--- src/rtl/lane_budget_pkg.sv ---
package lane_budget_pkg;

   typedef enum logic [1:0] {
      PIPE_A     = 2'd0,
      PIPE_B     = 2'd1,
      PIPE_C     = 2'd2,
      PIPE_SPARE = 2'd3
   } pipe_id_e;

   typedef enum logic [1:0] {
      MODE_DUAL   = 2'd0,
      MODE_TRI    = 2'd1,
      MODE_NARROW = 2'd2,
      MODE_NARR2  = 2'd3
   } plat_mode_e;

   typedef enum logic [1:0] {
      ST_IDLE = 2'd0,
      ST_KICK = 2'd1,
      ST_WAIT = 2'd2,
      ST_EVAL = 2'd3
   } fsm_e;

endpackage

--- src/rtl/lane_div.sv ---
// Restoring divider, one quotient bit per cycle, NW cycles per division.
module lane_div #(
   parameter int NW = 26,
   parameter int DW = 23
) (
   input  logic          clk,
   input  logic          rst_n,
   input  logic          go,
   input  logic [NW-1:0] num,
   input  logic [DW-1:0] den,
   output logic          fin,
   output logic [NW-1:0] quot,
   output logic [DW-1:0] rem
);
   localparam int CW = $clog2(NW) + 1;
   localparam logic [CW-1:0] LAST = CW'(NW - 1);

   logic [NW-1:0] q_r;
   logic [DW-1:0] r_r;
   logic [DW-1:0] d_r;
   logic [CW-1:0] cnt_r;
   logic          run_r;
   logic [DW:0]   trial;
   logic          fits;

   always_comb begin
      trial = {r_r, q_r[NW-1]};
      fits  = (trial >= {1'b0, d_r});
   end

   always_ff @(posedge clk or negedge rst_n) begin
      if (!rst_n) begin
         q_r   <= '0;
         r_r   <= '0;
         d_r   <= '0;
         cnt_r <= '0;
         run_r <= 1'b0;
         fin   <= 1'b0;
      end else if (go) begin
         q_r   <= num;
         r_r   <= '0;
         d_r   <= den;
         cnt_r <= '0;
         run_r <= 1'b1;
         fin   <= 1'b0;
      end else if (run_r) begin
         if (fits) begin
            r_r <= DW'(trial - {1'b0, d_r});
            q_r <= {q_r[NW-2:0], 1'b1};
         end else begin
            r_r <= trial[DW-1:0];
            q_r <= {q_r[NW-2:0], 1'b0};
         end
         cnt_r <= cnt_r + 1'b1;
         if (cnt_r == LAST) begin
            run_r <= 1'b0;
            fin   <= 1'b1;
         end
      end else begin
         fin <= 1'b0;
      end
   end

   assign quot = q_r;
   assign rem  = r_r;
endmodule

--- src/rtl/lane_sat.sv ---
// Rounds the quotient up and saturates it to the lane field width.
module lane_sat #(
   parameter int NW     = 26,
   parameter int DW     = 23,
   parameter int LANE_W = 4
) (
   input  logic [NW-1:0]     quot,
   input  logic [DW-1:0]     rem,
   output logic [LANE_W-1:0] lanes
);
   logic [NW:0] up;

   assign up = {1'b0, quot} + (NW+1)'(rem != '0);

   generate
      if (NW + 1 > LANE_W) begin : g_clip
         assign lanes = (|up[NW:LANE_W]) ? {LANE_W{1'b1}} : up[LANE_W-1:0];
      end else begin : g_wide
         assign lanes = LANE_W'(up);
      end
   endgenerate
endmodule

--- src/rtl/lane_rules.sv ---
// Sharing rules between pipes for one lane count.
module lane_rules
   import lane_budget_pkg::*;
#(
   parameter int LANE_W   = 4,
   parameter int MAX_L    = 4,
   parameter int NARROW_L = 2
) (
   input  logic [LANE_W-1:0] lanes,
   input  pipe_id_e          pipe,
   input  plat_mode_e        mode,
   input  logic [LANE_W-1:0] need,
   output logic              accept
);
   localparam logic [LANE_W-1:0] MAX_V = LANE_W'(MAX_L);
   localparam logic [LANE_W-1:0] NAR_V = LANE_W'(NARROW_L);

   always_comb begin
      accept = 1'b0;
      if (lanes > MAX_V) begin
         accept = 1'b0;
      end else if (mode == MODE_NARROW || mode == MODE_NARR2) begin
         accept = (lanes <= NAR_V);
      end else if (mode == MODE_DUAL) begin
         accept = 1'b1;
      end else begin
         case (pipe)
            PIPE_B:  accept = (lanes <= NAR_V) || (need == '0);
            PIPE_C:  accept = (lanes <= NAR_V) && (need <= NAR_V);
            default: accept = 1'b1;
         endcase
      end
   end
endmodule

--- src/rtl/lane_budget_top.sv ---
module lane_budget_top
   import lane_budget_pkg::*;
#(
   parameter int PCLK_W    = 20,
   parameter int LR_W      = 20,
   parameter int BPP_W     = 6,
   parameter int LANE_W    = 4,
   parameter int MAX_L     = 4,
   parameter int NARROW_L  = 2,
   parameter int BPP_FLOOR = 18,
   parameter int BPP_STEP  = 6
) (
   input  logic              clk,
   input  logic              rst_n,
   input  logic              start,
   input  logic [1:0]        pipe_sel,
   input  logic [1:0]        plat_mode,
   input  logic [PCLK_W-1:0] pix_khz,
   input  logic [LR_W-1:0]   link_rate,
   input  logic [BPP_W-1:0]  bpp_in,
   input  logic              peer_en,
   input  logic              peer_ext,
   input  logic [LANE_W-1:0] peer_lanes,
   output logic              done,
   output logic [LANE_W-1:0] lanes,
   output logic [BPP_W-1:0]  bpp_out,
   output logic              ok,
   output logic              fail,
   output logic              constrained
);
   localparam int NW = PCLK_W + BPP_W;
   localparam int DW = LR_W + 3;
   localparam logic [BPP_W-1:0] FLOOR_V = BPP_W'(BPP_FLOOR);
   localparam logic [BPP_W-1:0] STEP_V  = BPP_W'(BPP_STEP);

   generate
      if (LANE_W < 3) begin : g_bad_lane
         $error("LANE_W must hold at least the value 4");
      end
      if (NARROW_L > MAX_L) begin : g_bad_narrow
         $error("NARROW_L may not exceed MAX_L");
      end
      if (BPP_FLOOR >= (1 << BPP_W) || BPP_STEP > BPP_FLOOR) begin : g_bad_bpp
         $error("bpp floor or step does not fit BPP_W");
      end
   endgenerate

   fsm_e              st;
   pipe_id_e          pipe_q;
   plat_mode_e        mode_q;
   logic [PCLK_W-1:0] pix_q;
   logic [LR_W-1:0]   link_q;
   logic [LANE_W-1:0] need_q;
   logic [BPP_W-1:0]  bpp_q;
   logic [LANE_W-1:0] lanes_q;
   logic              cons_q, ok_q, fail_q, done_q;

   logic              div_go, div_fin;
   logic [NW-1:0]     div_num, div_quot;
   logic [DW-1:0]     div_den, div_rem;
   logic [LANE_W-1:0] lanes_new;
   logic              accept;
   logic              busy;

   assign div_go  = (st == ST_KICK);
   assign div_num = NW'(pix_q) * NW'(bpp_q);
   assign div_den = {link_q, 3'b000};
   assign busy    = (st != ST_IDLE);

   lane_div #(.NW(NW), .DW(DW)) u_div (
      .clk (clk), .rst_n(rst_n), .go(div_go),
      .num (div_num), .den(div_den),
      .fin (div_fin), .quot(div_quot), .rem(div_rem)
   );

   lane_sat #(.NW(NW), .DW(DW), .LANE_W(LANE_W)) u_sat (
      .quot(div_quot), .rem(div_rem), .lanes(lanes_new)
   );

   lane_rules #(.LANE_W(LANE_W), .MAX_L(MAX_L), .NARROW_L(NARROW_L)) u_rules (
      .lanes(lanes_q), .pipe(pipe_q), .mode(mode_q),
      .need(need_q), .accept(accept)
   );

   always_ff @(posedge clk or negedge rst_n) begin
      if (!rst_n) begin
         st      <= ST_IDLE;
         pipe_q  <= PIPE_A;
         mode_q  <= MODE_DUAL;
         pix_q   <= '0;
         link_q  <= '0;
         need_q  <= '0;
         bpp_q   <= '0;
         lanes_q <= '0;
         cons_q  <= 1'b0;
         ok_q    <= 1'b0;
         fail_q  <= 1'b0;
         done_q  <= 1'b0;
      end else begin
         done_q <= 1'b0;
         case (st)
            ST_IDLE: begin
               if (start) begin
                  pipe_q  <= pipe_id_e'(pipe_sel);
                  mode_q  <= plat_mode_e'(plat_mode);
                  pix_q   <= pix_khz;
                  link_q  <= link_rate;
                  need_q  <= (peer_en && peer_ext) ? peer_lanes : '0;
                  bpp_q   <= bpp_in;
                  lanes_q <= '0;
                  cons_q  <= 1'b0;
                  ok_q    <= 1'b0;
                  fail_q  <= 1'b0;
                  st      <= ST_KICK;
               end
            end
            ST_KICK: st <= ST_WAIT;
            ST_WAIT: begin
               if (div_fin) begin
                  lanes_q <= lanes_new;
                  st      <= ST_EVAL;
               end
            end
            ST_EVAL: begin
               if (accept) begin
                  ok_q   <= 1'b1;
                  done_q <= 1'b1;
                  st     <= ST_IDLE;
               end else if (bpp_q > FLOOR_V) begin
                  bpp_q  <= bpp_q - STEP_V;
                  cons_q <= 1'b1;
                  st     <= ST_KICK;
               end else begin
                  fail_q <= 1'b1;
                  done_q <= 1'b1;
                  st     <= ST_IDLE;
               end
            end
            default: st <= ST_IDLE;
         endcase
      end
   end

   assign done        = done_q;
   assign lanes       = lanes_q;
   assign bpp_out     = bpp_q;
   assign ok          = ok_q;
   assign fail        = fail_q;
   assign constrained = cons_q;
endmodule

--- config.mk ---
export PLATFORM = sky130hd
export DESIGN_NAME = lane_budget_top
export DESIGN_NICKNAME = d
export VERILOG_FILES = /design/src/rtl/lane_budget_pkg.sv /design/src/rtl/lane_div.sv /design/src/rtl/lane_sat.sv /design/src/rtl/lane_rules.sv /design/src/rtl/lane_budget_top.sv
export SDC_FILE = /design/constraint.sdc
export NUM_CORES = 1
export LEC_CHECK = 0
export ABC_CLOCK_PERIOD_IN_PS = 9700
export BUFFER_PORTS_ARGS = -buffer_cell sky130_fd_sc_hd__buf_2
export CAP_MARGIN = 20
export CORE_UTILIZATION = 48
export CTS_CLUSTER_SIZE = 25
export DETAILED_ROUTE_END_ITERATION = 10
export PLACE_DENSITY = 0.66
export SLEW_MARGIN = 25
export SYNTH_ARGS = -nofsm -noshare
export SYNTH_HDL_FRONTEND = slang
export SYNTH_SLANG_ARGS = --single-unit
--- constraint.sdc ---
create_clock -name clk -period 9.7 [get_ports clk]
set_clock_uncertainty 0.05 [all_clocks]
set_input_delay 0.485 -clock clk [delete_from_list [all_inputs] [get_ports clk]]
set_output_delay 0.485 -clock clk [all_outputs]
set_load 0.03 [all_outputs]
==> flow_metrics.py, run 1 <==
metrics = {
    "cts": {
        "cts_tree": "done",
        "clkLatencyLatePin_ps": 440,
        "cts_resized": 0,
        "cts_max_level": 4,
        "postCtsHoldBufs": 0,
        "cts_num_sinks": 141,
        "clk_pin_slew_ps": 70,
        "cts_setup_buffers": 0,
        "clk_path_buf_depth": 2,
        "cts_buffers": 17,
        "root_buffer": "clkbuf_16",
    },
    "die": {
        "dieWidth_um": 157,
        "num_rows": 56,
        "die_area_mm2": 0.0247,
        "ios": 73,
        "die_h_um": 157,
        "fp.coreArea_mm2": 0.0235,
        "start_util_pct": 49.2,
    },
    "placement": {
        "port_buffers": 72,
        "dp_hpwl_um": 18500,
        "routabilityCongestion": 0.848,
    },
    "global_routing": {
        "grt_pass1_vias": 8777,
        "grt-ovfl-total": 0,
        "grt_pass1_wl_um": 43500,
        "grt_use_total_pct": 22.1,
        "grt_antenna_before_repair": 0,
        "grt_max_degree": 80,
    },
    "finish": {
        "area_growth_pct": 10.8,
        "nets": 1489,
        "layout-drive-gt1-share_pct": 14.1,
        "layout_common_cells": "dfrtp_1 (140), inv_1 (136), and2_1 (119)",
        "final_common_cell": "dfrtp_1",
        "n_antenna_cell": 0,
    },
    "critical_path": {
        "path_cells": "and2_1 > fa_1 > inv_1 > fa_1 > fa_1 > inv_1 > ha_1 > o21ai_0 > o21ai_1 > a311oi_2 > nor3_2 > o311a_1 > or3_1 > a31o_1",
        "worstSetupEndpointType": "register",
        "critPathMaxFanout": 26,
        "cp.arrival_ps": 5370,
        "cpMostUsedCell": "fa_1",
        "critical_path_required_ps": 9970,
        "reg2reg_slack_ps": 4600,
        "cp_slowest_cell": "dfrtp_1",
        "critPathBufInv": 2,
        "worstSetupPathType": "register to register",
        "crit_family": "adder cells",
        "slowest_delay_ps": 870,
        "start_kind": "register",
    },
    "yosys": {
        "synthTopCellsByArea": "dfrtp_1 (30%), fa_1 (13%), ha_1 (7.0%), and2_1 (6.4%), mux2_2 (5.3%)",
        "synth_seq_area_share_pct": 30.5,
        "synth_cells": 1244,
        "syn_avg_cell_area_um2": 9.31,
        "ys_async_sr_fraction_pct": 100,
        "synth_edf_count": 0,
        "synth_top_area_share_pct": 30.5,
        "ys.warnings.count": 0,
        "synth_cell_type_count": 81,
        "ys_ff_latch": 141,
        "yosys.area.top_type": "dfrtp_1",
        "ys.flop_type": "dfrtp_1",
        "syn-num-nets": 1442,
        "synthesis.area_mm2": 0.0116,
    },
    "hold_path": {
        "hp-class": "input pin to async pin",
    },
    "sta": {
        "fmax_mhz": 196,
        "max_slew.worst_pin.slew_ps": 822,
        "max-slew-margin-rel_pct": 45.2,
        "period_share_pct": 52.5,
        "fin_crit_ps": 5100,
        "setup_violations": 0,
        "maxSlewViolCount": 0,
        "hold_viol_final": 0,
        "fin_tns_setup_ps": 0,
        "rsz0062_at_grt": "no",
    },
    "run_status": {
        "status": "complete, no violations",
    },
    "drt": {
        "dr.pass1.iters": 6,
        "vias_per_cell": 5.55,
        "drc_errors": 0,
        "drt-initial-drc-count": 476,
        "routedWlPerCell_um": 15.7,
        "wl_um": 25500,
        "vias": 8999,
        "antenna_left": 0,
    },
    "job": {
        "maxCapViolations": 0,
    },
}
[per-layer routing]
layer	global-route usage, %	part of all wire [%]	up-vias	wire length, um
met5	0	0	-	0
met4	6.24	1.6	0	401
met3	3.22	3.2	27	818
met2	36.0	47	162	12000
met1	30.6	48	4396	12300
li1	-	-	4414	-
[registers in the layout (all words and copies together) (netlist names), 4 cells and up]
signal and cells:
link_q 20, bpp_out 6, u_div.cnt_r 6, u_div.rem 23, need_q 4, u_div.d_r 20
u_div.quot 26, pix_q 20, lanes 4
[metrics by stage]
stage	util (%)	instance area, um2	hold WS [ps]	cells	setup WS (ps)
after detailed placement	51.8	12200	424	1591	4650
after global routing	54.5	12800	120	1622	4280
after global placement	51.8	12200	414	1591	4760
after floorplan	-	11600	139	1244	4970
after CTS	54.5	12800	77.2	1622	4620
final	54.5	12800	48.2	1622	4600
[cell type report]
type,count,area (um2)
Clock buffer,18,439
Sequential cell,141,3530
Multi-Input combinational cell,916,7360
Tap cell,319,399
Clock inverter,13,180
Inverter,139,522
Timing Repair Buffer,76,397
Fill cell,2149,10700
[synth_stat cells, types with 4 or more instances]
library cell	number
a211o_1	5
a211oi_1	12
a21o_1	14
a21oi_1	43
a22o_1	5
a311oi_1	13
a31oi_1	4
a32oi_1	5
a41oi_1	4
and2_1	119
and3_1	12
and4_1	6
buf_1	7
clkbuf_1	38
dfrtp_1	141
fa_1	74
ha_1	65
inv_1	136
mux2_2	54
mux2i_1	26
nand2_1	100
nand3_1	28
nand4_1	13
nor2_1	68
nor2b_1	4
nor3_1	17
nor4_1	15
o211ai_1	5
o21a_1	10
o21ai_0	69
o21ai_1	4
o21bai_1	5
o31a_1	4
o41ai_1	4
or3_1	8
or4_1	4
xnor2_1	16
xor2_1	15
[cells by family (layout without fill, tap and decap cells)]
family,after synthesis,count (layout),synth area share [%]
mux,80,80,7.50
xor+xnor,31,31,2.35
flops,141,141,30.5
simple gates,416,416,18.8
compound gates,250,250,14.9
buf+inv,187,246,6.12
fa+ha+maj,139,139,19.8
[worst paths after layout]
kind,from,to,cells after the start
setup / recovery,bpp_out[1]$_DFFE_PN0P_,u_div.quot[22]$_DFFE_PN0P_,14
hold / removal,rst_n,link_q[1]$_DFFE_PN0P_,1
setup reg to reg,bpp_out[1]$_DFFE_PN0P_,u_div.quot[22]$_DFFE_PN0P_,14
hold reg to reg,link_q[19]$_DFFE_PN0P_,u_div.d_r[22]$_DFFE_PN0P_,2
max in group asynchronous,rst_n,u_div.run_r$_DFF_PN0_,2
min in group clk,link_rate[8],link_q[8]$_DFFE_PN0P_,2
Power of run 1 is left out: the tool's default activity adds up to more than one toggle a clock period on the data nets, which glitch-free logic cannot reach.
==> run 2, diff against run 1 <==
Settings changed: ABC_CLOCK_PERIOD_IN_PS 9700 to 4500, PLACE_DENSITY 0.66 to 0.69.
Clock period 9.7 ns to 4.5 ns, I/O delays scaled along.
==> run 2 against run 1 <==
Compared with the run above:
- first-iteration DRC count up 19%
- final area up 8.6%
- via count increased by 5.1%
- non-clock buffer count up 84
- flip-flop and latch count is the same
- clock-buffer cell count increased by 2
- sequential share of layout area fell by 2.1 points
- critical path type unchanged
- largest cell class unchanged
- utilization up 4.7 points
- register-to-register slack worse by 4500 ps
- cell count up 5.2%
==> flow_metrics.py, run 2 (synthesis gave the netlist of run 1 again) <==
metrics = {
    "run_status": {
        "status": "complete, no violations",
    },
    "cts": {
        "clk_path_buf_depth": 2,
        "cts_tree": "done",
        "clk_pin_slew_ps": 70,
        "root_buffer": "clkbuf_16",
        "clkLatencyLatePin_ps": 420,
        "cts_max_level": 4,
        "cts_num_sinks": 141,
        "cts_buffers": 17,
    },
    "global_routing": {
        "grt_antenna_before_repair": 0,
        "grt_max_degree": 66,
        "grt_pass1_wl_um": 46000,
        "grt_pass1_vias": 9213,
        "grt_use_total_pct": 23.5,
        "grt-ovfl-total": 0,
    },
    "placement": {
        "routabilityCongestion": 0.877,
        "port_buffers": 72,
        "dp_hpwl_um": 20000,
    },
    "die": {
        "die_area_mm2": 0.0247,
        "dieWidth_um": 157,
        "die_h_um": 157,
        "fp.coreArea_mm2": 0.0235,
        "ios": 73,
        "start_util_pct": 49.2,
        "num_rows": 56,
    },
    "drt": {
        "vias": 9457,
        "antenna_left": 0,
        "dr.pass1.iters": 5,
        "drc_errors": 0,
        "vias_per_cell": 5.54,
        "wl_um": 28400,
        "drt-initial-drc-count": 565,
        "routedWlPerCell_um": 16.6,
    },
    "critical_path": {
        "critPathMaxFanout": 7,
        "worstSetupEndpointType": "register",
        "cp.arrival_ps": 4690,
        "start_kind": "register",
        "critical_path_required_ps": 4760,
        "reg2reg_slack_ps": 70,
        "worstSetupPathType": "register to register",
    },
    "sta": {
        "setup_violations": 0,
        "max_slew.worst_pin.slew_ps": 1030,
        "fmax_mhz": 225,
        "max-slew-margin-rel_pct": 31.4,
        "maxSlewViolCount": 0,
        "rsz0062_at_grt": "yes",
        "hold_viol_final": 0,
        "period_share_pct": 98.5,
        "fin_crit_ps": 4430,
        "fin_tns_setup_ps": 0,
    },
    "finish": {
        "utilization_pct": 59.2,
        "final_common_cell": "inv_1",
        "layout_common_cells": "inv_1 (133), dfrtp_1 (129), and2_1 (110)",
        "nets": 1573,
        "layout-drive-gt1-share_pct": 19.7,
        "area_growth_pct": 20.3,
        "n_antenna_cell": 0,
        "largest_register_ffs": 26,
    },
    "hold_path": {
        "hp-class": "input pin to register",
    },
    "job": {
        "maxCapViolations": 0,
    },
}
==> run 2: critical path: stages, from the launching register on <==
cell	delay, ps
dfrtp_2	450
and2_1	200
fa_1	510
fa_1	550
inv_1	60
fa_1	520
inv_1	60
ha_4	260
and3_4	150
o21a_1	200
a311oi_4	360
nor3_2	110
o311a_1	300
or3_1	300
a31o_1	220
==> run 2: cell type report <==
cell class	count	area (um2)
clock buffers	20	437
clock inverters	12	186
fillers	1978	9610
inverters	139	522
multi-input cells	916	7640
flip-flops and latches	141	3540
well taps	319	399
repair buffers	160	1200
==> run 2: stage by stage <==
step / instance area [um2] / hold WS (ps) / setup slack (ps) / std cells
6_report: 13900 / 12.9 / 65.3 / 1707
4_1_cts: 13600 / 1.11 / 0.902 / 1693
2_1_floorplan: 11700 / -121 / 4.37 / 1244
3_3_place_gp: 12400 / 145 / 48.2 / 1612
3_5_place_dp: 12400 / 152 / -34.9 / 1612
5_1_grt: 13900 / 9.09 / -54.5 / 1707
==> run 2: final timing paths <==
check	end	startpoint	cells past startpoint
setup / recovery	u_div.quot[22]$_DFFE_PN0P_	pix_q[6]$_DFFE_PN0P_	14
hold / removal	pix_q[1]$_DFFE_PN0P_	pix_khz[1]	2
setup reg to reg	u_div.quot[22]$_DFFE_PN0P_	pix_q[6]$_DFFE_PN0P_	14
hold reg to reg	u_div.d_r[8]$_DFFE_PN0P_	link_q[5]$_DFFE_PN0P_	2
max in group asynchronous	u_div.rem[2]$_DFFE_PN0P_	rst_n	3
min in group asynchronous	u_div.d_r[3]$_DFFE_PN0P_	rst_n	2
==> run 2: repair_timing <==
item,in CTS,in global routing
buffers inserted,4,12
resized for setup,8,56
endpoints found under the hold margin,94,2
setup endpoints to repair,1,10
pin swaps,2,27
hold buffers,45,2
==> run 2: metal layers <==
metal / global-route usage, % / share of wire (%) / up-vias / wire, um
li1: - / - / 4572 / -
met1: 31.6 / 46 / 4669 / 13100
met2: 40.2 / 49 / 199 / 14000
met3: 3.66 / 3.5 / 17 / 991
met4: 4.62 / 1.0 / 0 / 297
met5: 0 / 0 / - / 0
Power of run 2 is left out for the same reason.
==> run 3, diff against run 2 <==
Settings changed: ABC_CLOCK_PERIOD_IN_PS 4500 to 3900, RECOVER_POWER from default to 100.
Clock period 4.5 ns to 3.9 ns, I/O delays scaled along.
==> run 3 against run 2 <==
Compared with the run above:
- the flow now finishes with violations (capacitance limit, slew limit, setup timing)
- first-iteration DRC count is 9.9% lower
- global-route usage is 1.5 points higher
- clock-buffer cell count is 1 lower
- cell count is 4.5% higher
- highest routed layer unchanged
==> flow_metrics.py, run 3 (synthesis gave the netlist of run 1 again) <==
metrics = {
    "hold_path": {
        "min_to": "bpp_out[0]$_DFFE_PN0P_",
        "hp-class": "input pin to register",
        "hold_depth": 3,
        "hp-start": "bpp_in[0]",
    },
    "drt": {
        "vias_per_cell": 5.44,
        "vias": 9702,
        "drc_errors": 0,
        "drt-initial-drc-count": 509,
        "routedWlPerCell_um": 16.8,
        "wl_um": 29900,
        "antenna_left": 0,
        "dr.pass1.iters": 5,
    },
    "finish": {
        "largest_register_ffs": 26,
        "nets": 1650,
        "area_growth_pct": 27.0,
        "layout_common_cells": "dfrtp_1 (130), inv_1 (117), nand2_1 (98)",
        "final_common_cell": "dfrtp_1",
        "fin_cells": 1783,
        "layout-drive-gt1-share_pct": 26.8,
        "n_antenna_cell": 0,
        "utilization_pct": 62.4,
    },
    "critical_path": {
        "path_cells": "buf_6 > and2_4 > fa_2 > fa_1 > inv_1 > fa_1 > inv_2 > ha_4 > and3_4 > a311oi_4 > nor3_2 > o311a_1 > or3_1 > a31o_1",
        "critPathMaxFanout": 7,
        "cp_slowest_cell": "fa_1",
        "cpMostUsedCell": "fa_1",
        "critical_path_required_ps": 4160,
        "r2r-start": "bpp_out[5]$_DFFE_PN0P_",
        "slowest_delay_ps": 560,
        "cp.arrival_ps": 4560,
        "reg2reg_depth": 14,
        "worstSetupEndpointType": "register",
        "worstSetupPathType": "register to register",
        "reg2reg_slack_ps": -400,
        "worstReg2RegEnd": "u_div.quot[22]$_DFFE_PN0P_",
        "start_kind": "register",
    },
    "sta": {
        "hold_ws_ps": 41.5,
        "max-slew-margin-rel_pct": -51.5,
        "rsz0062_at_grt": "yes",
        "setup_slack_ps": -401,
        "maxSlewViolCount": 89,
        "hold_viol_final": 0,
        "fmax_mhz": 233,
        "period_share_pct": 110,
        "max_slew.worst_pin.slew_ps": 2270,
        "setup_violations": 13,
        "fin_crit_ps": 4300,
    },
    "die": {
        "start_util_pct": 49.2,
        "ios": 73,
        "fp.coreArea_mm2": 0.0235,
        "num_rows": 56,
        "die_area_mm2": 0.0247,
        "dieWidth_um": 157,
        "die_h_um": 157,
    },
    "cts": {
        "cts_num_sinks": 141,
        "clk_pin_slew_ps": 70,
        "clkLatencyLatePin_ps": 430,
        "root_buffer": "clkbuf_16",
        "cts_buffers": 17,
        "clk_path_buf_depth": 2,
        "cts_max_level": 4,
        "cts_tree": "done",
    },
    "global_routing": {
        "grt_pass1_wl_um": 48800,
        "grt_antenna_before_repair": 0,
        "grt-ovfl-total": 0,
        "grt-busiest-layer": "met2",
        "grt_use_total_pct": 25.0,
        "met3_usage_pct": 3.28,
        "use_met2_pct": 41.6,
        "grt_pass1_vias": 9789,
        "use_met1_pct": 33.6,
        "grt_max_degree": 89,
    },
    "placement": {
        "routabilityCongestion": 0.888,
        "dp.cells": 1676,
        "port_buffers": 72,
        "dp_hpwl_um": 20600,
    },
    "run_status": {
        "status": "finished, violations left",
        "violations": "capacitance limit, slew limit, setup timing",
    },
    "job": {
        "maxCapViolations": 1,
    },
}
==> run 3: cell count changes in the layout (fill, tap and decap cells not counted), sizes merged <==
cell         previous run  this run
buf                   113       173
bufinv                  4         2
clkbuf                 20        34
clkinv                  5         7
clkinvlp                3         1
dlygate4sd3            47        49
inv                   139       141
==> run 3: final cells by class <==
cell class	instances	area [um2]
fill	1928	8840
multi-input combinational	916	7850
sequential	141	3540
timing repair buffer	237	1800
inverter	139	522
clock buffer	19	453
tap	319	399
clock inverter	12	135
==> run 3: worst max-delay path, delay by kind of cell, from the launching register on <==
kind | cells | cell delay, ps
fa+ha+maj | 4 | 1820
simple gates | 4 | 720
flops | 1 | 470
buf+inv | 3 | 260
compound gates | 3 | 860
==> run 3: through the flow <==
stage / worst slack, ps / area (um2) / setup TNS [ps]
floorplan: -536 / 11800 / -3170
global placement: -418 / 13000 / -3720
detailed placement: -540 / 13000 / -4800
CTS: -423 / 14500 / -2930
global route: -555 / 14700 / -5040
finish: -401 / 14700 / -2920
==> run 3: per-layer routing <==
metal,part of all wire (%),vias up
met2,48,209
li1,-,4708
met1,46,4749
met4,2.3,0
met5,0,-
met3,3.5,36
==> run 3: how the worst max path moves through the flow <==
stage	start	end	slack, ps	cells after the start
4_1_cts	bpp_out[0]$_DFFE_PN0P_	u_div.quot[22]$_DFFE_PN0P_	-420	15
2_1_floorplan	bpp_out[3]$_DFFE_PN0P_	u_div.quot[22]$_DFFE_PN0P_	-540	15
3_3_place_gp	bpp_out[1]$_DFFE_PN0P_	u_div.quot[22]$_DFFE_PN0P_	-420	14
6_report	bpp_out[5]$_DFFE_PN0P_	u_div.quot[22]$_DFFE_PN0P_	-400	14
5_1_grt	bpp_out[1]$_DFFE_PN0P_	u_div.quot[22]$_DFFE_PN0P_	-550	14
3_5_place_dp	bpp_out[4]$_DFFE_PN0P_	u_div.quot[22]$_DFFE_PN0P_	-540	14
==> run 3: timing repair <==
| action | in CTS | in global routing |
|---|---|---|
| hold endpoints to repair | 134 | 0 |
| pin swaps | 49 | 51 |
| setup buffers | 18 | 15 |
| setup endpoints to repair | 15 | 16 |
| gates resized for setup | 80 | 54 |
| hold buffers | 49 | 0 |
Power of run 3 is left out for the same reason.
